[src/rtl/mux_rx_silo.sv]
module mux_rx_silo #(
  parameter int NLINES = 8,
  parameter int DEPTH  = 64,
  parameter int ALARM  = 16
) (
  input  logic                 clk,
  input  logic                 rst_n,
  input  logic                 reg_sel,
  input  logic                 reg_rd,
  input  logic                 reg_wr,
  input  logic [15:0]          reg_wdata,
  output logic [15:0]          reg_rdata,
  input  logic [NLINES-1:0]    rx_valid,
  input  logic [NLINES*8-1:0]  rx_char,
  input  logic [NLINES-1:0]    rx_perr,
  input  logic [NLINES-1:0]    rx_ferr,
  output logic [NLINES*9-1:0]  line_cfg,
  output logic                 irq
);
  localparam int TAG_W = 3;
  localparam int PRM_W = 9;
  localparam int ENT_W = 8 + TAG_W + 3;
  localparam int CNT_W = $clog2(DEPTH + 1);
  localparam int PTR_W = $clog2(DEPTH);

  logic [ENT_W-1:0]  mem [DEPTH];
  logic [PTR_W-1:0]  wp, rp;
  logic [CNT_W-1:0]  cnt;
  logic [PRM_W-1:0]  cfg [NLINES];
  logic [NLINES-1:0] ovr_pend;
  logic scan_en, rie, sae, clr_q;

  logic             win_vld;
  logic [TAG_W-1:0] win_idx;
  always_comb begin
    win_vld = 1'b0;
    win_idx = '0;
    for (int i = NLINES - 1; i >= 0; i--)
      if (rx_valid[i]) begin
        win_vld = 1'b1;
        win_idx = TAG_W'(i);
      end
  end

  wire full  = (cnt == CNT_W'(DEPTH));
  wire empty = (cnt == '0);
  wire push  = scan_en && win_vld && !full && !clr_q;
  wire pop   = reg_rd && reg_sel && !empty && !clr_q;

  wire [ENT_W-1:0] new_ent = {ovr_pend[win_idx], rx_ferr[win_idx], rx_perr[win_idx],
                              win_idx, rx_char[win_idx*8 +: 8]};
  wire [ENT_W-1:0] head = mem[rp];

  wire [15:0] rbuf_word = empty ? 16'h0000
                        : {1'b1, head[ENT_W-1 -: 3], 1'b0, head[10:0]};
  wire [15:0] csr_word  = {3'b000, sae, 5'b00000, rie, scan_en, clr_q, 4'b0000};

  assign reg_rdata = reg_sel ? rbuf_word : csr_word;
  assign irq = rie && (sae ? (cnt >= CNT_W'(ALARM)) : !empty);

  always_ff @(posedge clk)
    if (push) mem[wp] <= new_ent;

  always_ff @(posedge clk) begin
    if (!rst_n || clr_q) begin
      wp  <= '0;
      rp  <= '0;
      cnt <= '0;
    end else begin
      if (push) wp <= wp + 1'b1;
      if (pop)  rp <= rp + 1'b1;
      cnt <= cnt + CNT_W'(push) - CNT_W'(pop);
    end
  end

  always_ff @(posedge clk) begin
    if (!rst_n) begin
      scan_en <= 1'b0;
      rie     <= 1'b0;
      sae     <= 1'b0;
      clr_q   <= 1'b0;
    end else if (reg_wr && !reg_sel) begin
      scan_en <= reg_wdata[5];
      rie     <= reg_wdata[6];
      sae     <= reg_wdata[12];
      clr_q   <= reg_wdata[4];
    end else begin
      clr_q   <= 1'b0;
    end
  end

  generate
    for (genvar g = 0; g < NLINES; g++) begin : g_line
      always_ff @(posedge clk) begin
        if (!rst_n || clr_q) begin
          cfg[g]      <= '0;
          ovr_pend[g] <= 1'b0;
        end else begin
          if (reg_wr && reg_sel && reg_wdata[2:0] == TAG_W'(g))
            cfg[g] <= {reg_wdata[11:8], reg_wdata[7], reg_wdata[6], reg_wdata[5], reg_wdata[4:3]};
          if (scan_en && rx_valid[g])
            ovr_pend[g] <= !(push && win_idx == TAG_W'(g));
        end
      end
      assign line_cfg[g*PRM_W +: PRM_W] = cfg[g];
    end
  endgenerate


  cnt_bound_chk: assert property (@(posedge clk) disable iff (!rst_n)
    cnt <= CNT_W'(DEPTH));

  full_hold_chk: assert property (@(posedge clk) disable iff (!rst_n)
    (full && !(reg_rd && reg_sel) && !clr_q) |=> full);

  clr_pulse_chk: assert property (@(posedge clk) disable iff (!rst_n)
    clr_q |=> (!clr_q && empty));

  scan_off_chk: assert property (@(posedge clk) disable iff (!rst_n)
    (!scan_en && !clr_q) |=> cnt <= $past(cnt));

  pop_one_chk: assert property (@(posedge clk) disable iff (!rst_n)
    (reg_rd && reg_sel && !empty && rx_valid == '0 && !clr_q) |=> cnt == $past(cnt) - 1'b1);
endmodule

[config.mk]
export PLATFORM = sky130hd
export DESIGN_NAME = mux_rx_silo
export DESIGN_NICKNAME = d
export VERILOG_FILES = /design/src/rtl/mux_rx_silo.sv
export SDC_FILE = /design/constraint.sdc
export NUM_CORES = 1
export LEC_CHECK = 0
export BUFFER_PORTS_ARGS = -buffer_cell sky130_fd_sc_hd__clkbuf_2
export CORE_UTILIZATION = 35
export CTS_CLUSTER_DIAMETER = 60
export DETAILED_ROUTE_END_ITERATION = 10
export PLACE_DENSITY_LB_ADDON = 0.2
export SYNTH_ARGS = -nofsm -noshare
export SYNTH_HDL_FRONTEND = slang
export SYNTH_SLANG_ARGS = --single-unit
[constraint.sdc]
create_clock -name clk -period 7.3 [get_ports clk]
set_input_delay 0.365 -clock clk [delete_from_list [all_inputs] [get_ports clk]]
set_output_delay 0.365 -clock clk [all_outputs]
set_load 0.02 [all_outputs]
; ---- Yosys cells after proc, flatten, opt, wreduce, memory -nomap -nowiden
; Memory sizes are Yosys's and may differ from the RTL's. A register that Yosys moved wholly into a read port is not among the register bits.
; Cells that the tools add are included.
[totals]
ff_bits = 31
latch_bits = 0
ram_bits = 968
rom_bits = 0
inputBits = 109
out_inout_bits = 89
memories = 2
[mem_list]
columns = name, words, word_bits, read_ports, rd_clocked_by_memory_dff, wr, line_no
row1 = mem, 64, 14, 1, 1, 1, 26  ; logic [ENT_W-1:0] mem [DEPTH];
row2 = cfg, 8, 9, 8, 0, 8, 29  ; logic [PRM_W-1:0] cfg [NLINES];
[op_classes]
addsub = 4
n_mul = 0
n_div = 0
n_lt_le_gt_ge = 2
eq_ne = 15
n_shift = 1
muxes = 63
bitwise = 8
n_reduce_logical = 51
[ops]
columns = op, n
row1 = $mux W9, 8
row2 = $shiftx A64 B7 Y8, 1
row3 = $mux W1, 40
row4 = $logic_and A1 B1 Y1, 33
row5 = $mux W16, 2
row6 = $eq A3 B3 Y1 const B, 8
row7 = $mux W3, 8
row8 = $logic_not A1 Y1, 13
row9 = $add A6 B1 Y6 const B, 2
row10 = $eq A3 B2 Y1 const B, 4
row11 = $mux W6, 2
row12 = $bmux W1 S3, 3
row13 = $or A1 B1 Y1, 8
row14 = $add A7 B1 Y7, 1
row15 = $eq A7 B7 Y1 const B, 1
row16 = $ge A7 B5 Y1 const B, 1
row17 = $logic_not A7 Y1, 1
row18 = $sub A7 B1 Y7, 1
row19 = $eq A3 B1 Y1 const B, 2
row20 = $logic_not A3 Y1, 2
row21 = $lt A3 B4 Y1 const B, 1
row22 = $reduce_and A2 Y1, 1
row23 = $logic_or A1 B1 Y1, 1

; ---- Logic depth before layout (Yosys ltp)
; Gate-level depths: netlist (run 1).
[depth]
depth_word = 13
mapped_depth = 16
mapped_depth_nobuf = 16

; ---- Worst setup path after synthesis (run 1)
; OpenSTA, ideal clock, no wires.
[synth_timing]
path_kind = in2reg
start = input rx_valid[4]
end = memory mem[0][6] (netlist bit) (data pin)
setup_ns = 0.548
arrival_ns = 4.238
t_required_ns = 6.752
setup_slack_ns = 2.514
path_stages = 6
cell_sequence = buf_2 > o31ai_1 > and2_1 > clkbuf_1 > a21oi_1 > a21oi_1
[synth_via]
elab_chain_cells = 6
[synth_rtl]
columns = element, line_no
row1 = "start, declared", 13  ; input logic [NLINES-1:0] rx_valid,
row2 = $mux W3 (5 in series), 39  ; if (rx_valid[i]) begin
row3 = named net new_ent[9], 50  ; wire [ENT_W-1:0] new_ent = {ovr_pend[win_idx], rx_ferr[win_idx], rx_perr[win_idx],
row4 = $shiftx A64 B7 Y8, 51  ; win_idx, rx_char[win_idx*8 +: 8]};
row5 = named net new_ent[6], 50
row6 = "end, declared", 26
; The timed path passes the listed nets, and every way through them passes these cells.

==> results of run 1 <==
-- Yosys cell counts (all sizes together) (5+ instances only) --
cell	n	area (µm²)
nor2	112	420
edfxtp	968	29100
a211oi	6	45.0
or3	10	62.6
a22o	20	175
o22ai	10	62.6
a221oi	39	397
a31oi	8	50.1
o211ai	6	45.0
xor2	8	70.1
dfxtp	37	741
nand4	5	31.3
nor4	7	43.8
nand3	7	35.0
nand2b	8	50.1
inv	33	124
mux2i	18	180
nand2	40	150
a21o	7	52.6
a21oi	47	239
nor3	5	25.0
nor2b	12	75.1
nand3b	8	60.1
buf	68	433
or2	5	31.3
and2	78	488
o221ai	12	105
ha	12	150
mux2	17	191
o21ai	26	130
clkbuf	39	146
a311oi	10	87.6
a22oi	29	218
mux4	228	5130
-- metal layers --
| metal | track usage | wire length, µm |
|---|---|---|
| met4 | 0.0423 | 2030 |
| met3 | 0.0324 | 6160 |
| met2 | 0.283 | 48600 |
| met5 | 0 | 13 |
| met1 | 0.241 | 43500 |
-- final cells by class --
class,count,share of cell area
sequential,1005,0.649
clock inverter,57,0.00975
timing repair buffer,269,0.0341
inverter,33,0.00269
tap,1500,0.0408
antenna,1,0.0000544
clock buffer,135,0.0614
multi-input combinational,833,0.202
-- stage by stage --
step | power (mW) | area [µm²] | std cells | hold WS, ns
2_1_floorplan | 7.45 | 39600 | 1978 | 0.456
3_3_place_gp | 7.85 | 42700 | 3637 | 0.484
3_5_place_dp | 7.88 | 42700 | 3637 | 0.491
4_1_cts | 13.0 | 46000 | 3832 | 0.0112
5_1_grt | 13.2 | 46000 | 3832 | 0.0530
6_report | 12.8 | 46000 | 3833 | 0.0482
-- power groups by stage --
stage          registers (mW)  clock network, mW  logic [mW]
2_1_floorplan            6.61                  0       0.838
3_3_place_gp             6.62                  0        1.24
3_5_place_dp             6.62                  0        1.26
4_1_cts                  6.50               5.19        1.26
5_1_grt                  6.50               5.40        1.34
6_report                 6.49               5.09        1.24
-- flip-flops by register name, summed over array words and instances, names as in the netlist, 6 cells and up, named ones only --
name and cells:
cnt 7, cfg 72, rp 6, ovr_pend 8
mem 896, wp 6
-- worst max path at each step --
stage | from | to | slack, ns | depth (start not counted)
6_report | register | reg_rdata[6] | 2.38 | 8
5_1_grt | register | reg_rdata[6] | 2.05 | 8
4_1_cts | register | reg_rdata[6] | 2.23 | 8
3_5_place_dp | rx_valid[0] | mem[50][8] | 2.84 | 8
3_3_place_gp | rx_valid[0] | mem[50][8] | 2.99 | 8
2_1_floorplan | rx_valid[4] | mem[0][6] | 2.51 | 6
-- kinds of logic after synthesis --
family,synth area share
AOI/OAI and AO/OA,0.0443
xor gates and xnor gates,0.00243
adders and majority gates,0.00429
buffers and inverters,0.0177
DFF,0.752
muxes,0.139
other,0.0000946
and+or+nand+nor,0.0399
-- placed cells by master, fill, tap and decap left out, types with 6 or more instances in the layout --
cell         n
a211oi_1     6
xor2_1       8
a221oi_1    32
o221ai_1    12
mux4_2     228
clkinv_2    20
inv_1       31
mux2i_1     18
a31oi_1      8
a21o_1       7
ha_1        12
nor2_1      77
nor2_2      27
nand3b_1     8
edfxtp_1   968
o211ai_1     6
a22oi_1     29
nor4_1       7
a21oi_1     42
dfxtp_1     33
clkinv_1    25
clkbuf_1    25
clkbuf_2   193
or3_1       10
buf_4       71
nand2b_1     8
a311oi_1    10
mux2_2      17
a22o_1      20
and2_1      77
o21ai_0     17
nand2_1     40
o22ai_1     10
a221oi_2     6
nand3_1      7
nor2b_1     10
o21ai_1      9
clkbuf_16  108
nor2_4       8
-- repair_timing --
item	in CTS	in global routing
gates resized for setup	0	0
hold buffers	3	0
endpoints found under the hold margin	4	0
==> results.yml, run 1 <==
worst_setup_path:
  max_stage_delay_ns: 0.69
  crit_slowest_cell: "dfxtp_4"
  startpoint_type: "register"
  path_max_fanout: 34
  critPathBufInv: 3
  r2r_slack_ns: 2.86
  rr_startpoint: "scan_en"
  worstPathRequired_ns: 6.93
  crit_arrival_ns: 4.55
  crit_type: "register to primary output"
  end_kind: "primary output"
  cp_top_family: "buffers and inverters"
  r2r_cells: 7
  r2r_end: "mem[50][1]"
  crit_chain: "buf_4, buf_4, mux4_2, a22oi_1, nand2_1, a221oi_1, nand2_1, clkbuf_2"
status:
  status: "finished, final reports clean"
drt:
  vias: 20400
  vias_per_cell: 5.31
  ant_nets: 0
  routedWlPerCell_um: 26.2
  route.detailed.drc: 0
  drtIter0Drc: 1872
  wl_um: 100000
  drt_pre_antenna_iters: 6
timing:
  worst_slew_pin_slew_ns: 1.25
  drv_slew: 0
  skew_ns: 0.0403
  fmax_mhz: 203
  period_needed_ns: 4.92
  fin_setup_tns_ns: 0
  finalSetupViolCount: 0
  worst_slack_ns: 2.38
  finalCritPeriodShare: 0.674
  hold_viol_final: 0
  slew_headroom: 0.163
  rsz0062_at_grt: "no"
pwr:
  switching_share: 0.233
  intPower_mw: 9.83
  powerDensity_nw_per_um2: 279
  p_leak_nw: 14.1
  power_switching_mw: 2.99
  power.share.sequential: 0.506
  combPwrFrac: 0.097
  clkPwrFrac: 0.397
  peakVddDrop_uv: 195
final_layout:
  register_area_um2: 29800
  final_core_util: 0.409
  syn2layout_area_growth_pct: 16.0
  nets: 2368
  n_fill_cell: 10000
  multiInputGateArea_um2: 9300
  drive_gt1_frac: 0.309
grt:
  grt_pass1_vias: 20700
  grt-ovfl-total: 0
  grt_use_total: 0.174
  grt_max_degree: 113
  grt_pass1_wl_um: 146000
  antenna_found_initial: 2
placement:
  gp_congestion: 0.855
  dpl_worst_slack_ns: 2.84
  port_buffers: 193
  dp_hpwl_um: 60400
clock_tree:
  cts.sinks: 1005
  cts_buffers: 104
  root_buffer: "clkbuf_16"
  post-cts-setup-buffers: 0
  cts_tree: "done"
  clk_latency_ns: 0.67
  cts.clk_slew.worst_paths_ns: 0.06
  cts.path.max_buffers: 3
  htreeDepth: 3
synth:
  synth.avg_cell_area_um2: 20.0
  seq_area_frac_synth: 0.752
  ys.flop_type: "edfxtp_1"
  ys_warn_count: 0
  netlist_instances: 1978
  synth_nets: 2100
  ys_ff_latch: 1005
  netlist_area_um2: 39600
  synth_edf_count: 968
  synthArstFlopShare: 0
  ys_types: 63
floorplanning:
  die_x_um: 338
  die_h_um: 338
  start_util: 0.353
  die_area_um2: 115000
  num_rows: 123
  core-area_um2: 112000
  ioPinCount: 198
min_path:
  hp-start: "rx_valid[5]"
  min_path_type: "primary input to register"
  whs_path_depth: 2
  holdPathEnd: "ovr_pend[5]"
run:
  cap_violations: 0
(Power assumes the default switching activity.)
==> inputs of run 2 (changes only) <==
- clock period: 7.3 -> 5.05 ns (I/O delays scaled with it)
==> run 2 against run 1 <==
Setup slack got worse by 1.8 ns. Global-route usage increased by 0.54 points. Hold slack got worse by 0.029 ns. Register-to-register slack got worse by 1.5 ns. Core utilization increased by 0.69 points. Critical path depth increased by 2. First-iteration DRC count increased by 23%. Combinational power increased by 48%. Clock-buffer cell count decreased by 2. Sequential cell count unchanged. Wire length increased by 2.8%. Power increased by 49%. Critical endpoint unchanged. Largest cell class unchanged. Largest power group unchanged. Highest routed layer unchanged.
==> results.yml, run 2 (synthesis gave the netlist of run 1 again) <==
worst_setup_path:
  critPathBufInv: 3
  r2r_cells: 16
  crit_chain: "inv_1, ha_1, nor4b_2, a21oi_1, nand2_1, a2111oi_0, buf_4, a221oi_1, nand2_1, clkbuf_2"
  path_max_fanout: 15
  crit_end: "reg_rdata[6]"
  worstPathRequired_ns: 4.80
  worst-path-stages: 10
  crit_arrival_ns: 4.22
  rr_startpoint: "scan_en"
  max_stage_delay_ns: 0.89
  cp_common_cell: "nand2_1"
  r2r_slack_ns: 1.40
  crit_type: "register to primary output"
  r2r_end: "cnt[6]"
  crit_slowest_cell: "a2111oi_0"
  cp_top_family: "compound AO/OA/AOI/OAI gates"
  end_kind: "primary output"
  crit_path_start: "cnt[2]"
  startpoint_type: "register"
drt:
  drtIter0Drc: 2302
  ant_nets: 0
  wl_um: 103000
  vias: 20800
  vias_per_cell: 5.33
  routedWlPerCell_um: 26.5
  route.detailed.drc: 0
  drt_pre_antenna_iters: 5
floorplanning:
  start_util: 0.353
  die_area_um2: 115000
  core-area_um2: 112000
  num_rows: 123
  ioPinCount: 198
  die_x_um: 338
  die_h_um: 338
clock_tree:
  cts.path.max_buffers: 3
  root_buffer: "clkbuf_16"
  cts.sinks: 1005
  post-cts-setup-buffers: 0
  htreeDepth: 3
  cts.clk_slew.worst_paths_ns: 0.06
  cts_hold_buf: 13
  cts_resized: 0
  clk_latency_ns: 0.70
  cts_buffers: 105
  cts_tree: "done"
final_layout:
  syn2layout_area_growth_pct: 18.0
  mostFrequentLayoutCells: "968 x edfxtp_1, 228 x mux4_2, 193 x clkbuf_2, 120 x buf_4, 107 x clkbuf_16"
  n_fill_cell: 9933
  largestRegisters: "mem x896, cfg x72, ovr_pend x8"
  largest_register: "mem"
  multiInputGateArea_um2: 9230
  antenna-diode-count: 0
  largest_reg_flops: 896
  register_area_um2: 29800
  nets: 2432
  drive_gt1_frac: 0.315
  final_common_cell: "edfxtp_1"
timing:
  period_needed_ns: 4.47
  hold_viol_final: 0
  worst_slew_pin_slew_ns: 1.21
  finalSetupViolCount: 0
  rsz0062_at_grt: "no"
  skew_ns: 0.0332
  fin_setup_tns_ns: 0
  drv_slew: 0
  finalCritPeriodShare: 0.886
  slew_headroom: 0.187
  fmax_mhz: 224
  hold-worst-slack_ns: 0.0188
min_path:
  min_path_type: "primary input to register"
pwr:
  powerDensity_nw_per_um2: 409
  combPwrFrac: 0.096
  p_leak_nw: 14.6
  power_switching_mw: 4.39
  clkPwrFrac: 0.414
  power.share.sequential: 0.490
  peakVddDrop_uv: 334
  switching_share: 0.230
  intPower_mw: 14.7
grt:
  grt_use_total: 0.179
  antenna_found_initial: 1
  grt-ovfl-total: 0
  grt_pass1_vias: 21200
  grt_max_degree: 68
  grt_pass1_wl_um: 149000
placement:
  gp_congestion: 0.855
  dp_hpwl_um: 63700
  port_buffers: 193
status:
  status: "finished, final reports clean"
run:
  cap_violations: 0
## run 2: cell count changes in the layout (fill, tap and decap cells not counted), moves of 3 or more
cell,change
buf_4,+49
nor2_1,+27
nor2_2,-27
dlygate4sd3_1,+10
bufinv_16,+9
clkinv_2,-7
clkbuf_1,-5
buf_12,+4
clkbuf_8,+4
clkinv_1,-3
## run 2: final cells by class
cell class,instances,area share
Multi-Input combinational cell,833,0.197
Inverter,33,0.00265
Timing Repair Buffer,332,0.0453
Clock inverter,61,0.0158
Sequential cell,1005,0.638
Tap cell,1500,0.0402
Clock buffer,133,0.0607
## run 2: stage by stage
stage	cells	cell area, µm²	worst slack (ns)	power (mW)	utilization
2_1_floorplan	1978	39600	0.377	10.8	-
3_3_place_gp	3690	43000	1.41	11.4	0.383
3_5_place_dp	3690	43000	1.22	11.4	0.383
4_1_cts	3897	46700	0.651	19.3	0.416
5_1_grt	3897	46700	0.425	19.8	0.416
6_report	3897	46700	0.578	19.1	0.416
## run 2: power by group through the flow
stage          logic [mW]  clock network, mW  registers (mW)
2_1_floorplan        1.21                  0            9.56
3_3_place_gp         1.82                  0            9.55
3_5_place_dp         1.85                  0            9.55
4_1_cts              1.87               8.08            9.37
5_1_grt              1.99               8.39            9.38
6_report             1.84               7.92            9.37
## run 2: how the worst min path moves through the flow
stage / from / endpoint / slack [ns] / cells after the start
after floorplan: rx_valid[5] / ovr_pend[5] / 0.36 / 1
after global placement: ovr_pend[3] / ovr_pend[3] / 0.48 / 2
after detailed placement: ovr_pend[3] / ovr_pend[3] / 0.48 / 2
after CTS: reg_wdata[3] / cfg[1][9] / 0.001 / 2
after global routing: reg_wdata[3] / cfg[1][9] / 0.02 / 2
final: reg_wdata[3] / cfg[1][9] / 0.02 / 2
## run 2: routing by layer
| layer | GRT usage | vias to the layer above | wire (µm) |
|---|---|---|---|
| met2 | 0.286 | 714 | 49300 |
| met4 | 0.0475 | 2 | 2450 |
| met5 | 0 | - | 13 |
| li1 | - | 8839 | - |
| met3 | 0.0325 | 156 | 6180 |
| met1 | 0.253 | 11100 | 45200 |
## run 2: worst register-to-register path: cells and delay by family (launching register included)
| family | cells | cell delay [ns] |
|---|---|---|
| compound gates | 6 | 1.01 |
| fa+ha+maj | 3 | 0.85 |
| flops | 1 | 0.73 |
| buf+inv | 5 | 0.66 |
| simple gates | 2 | 0.33 |
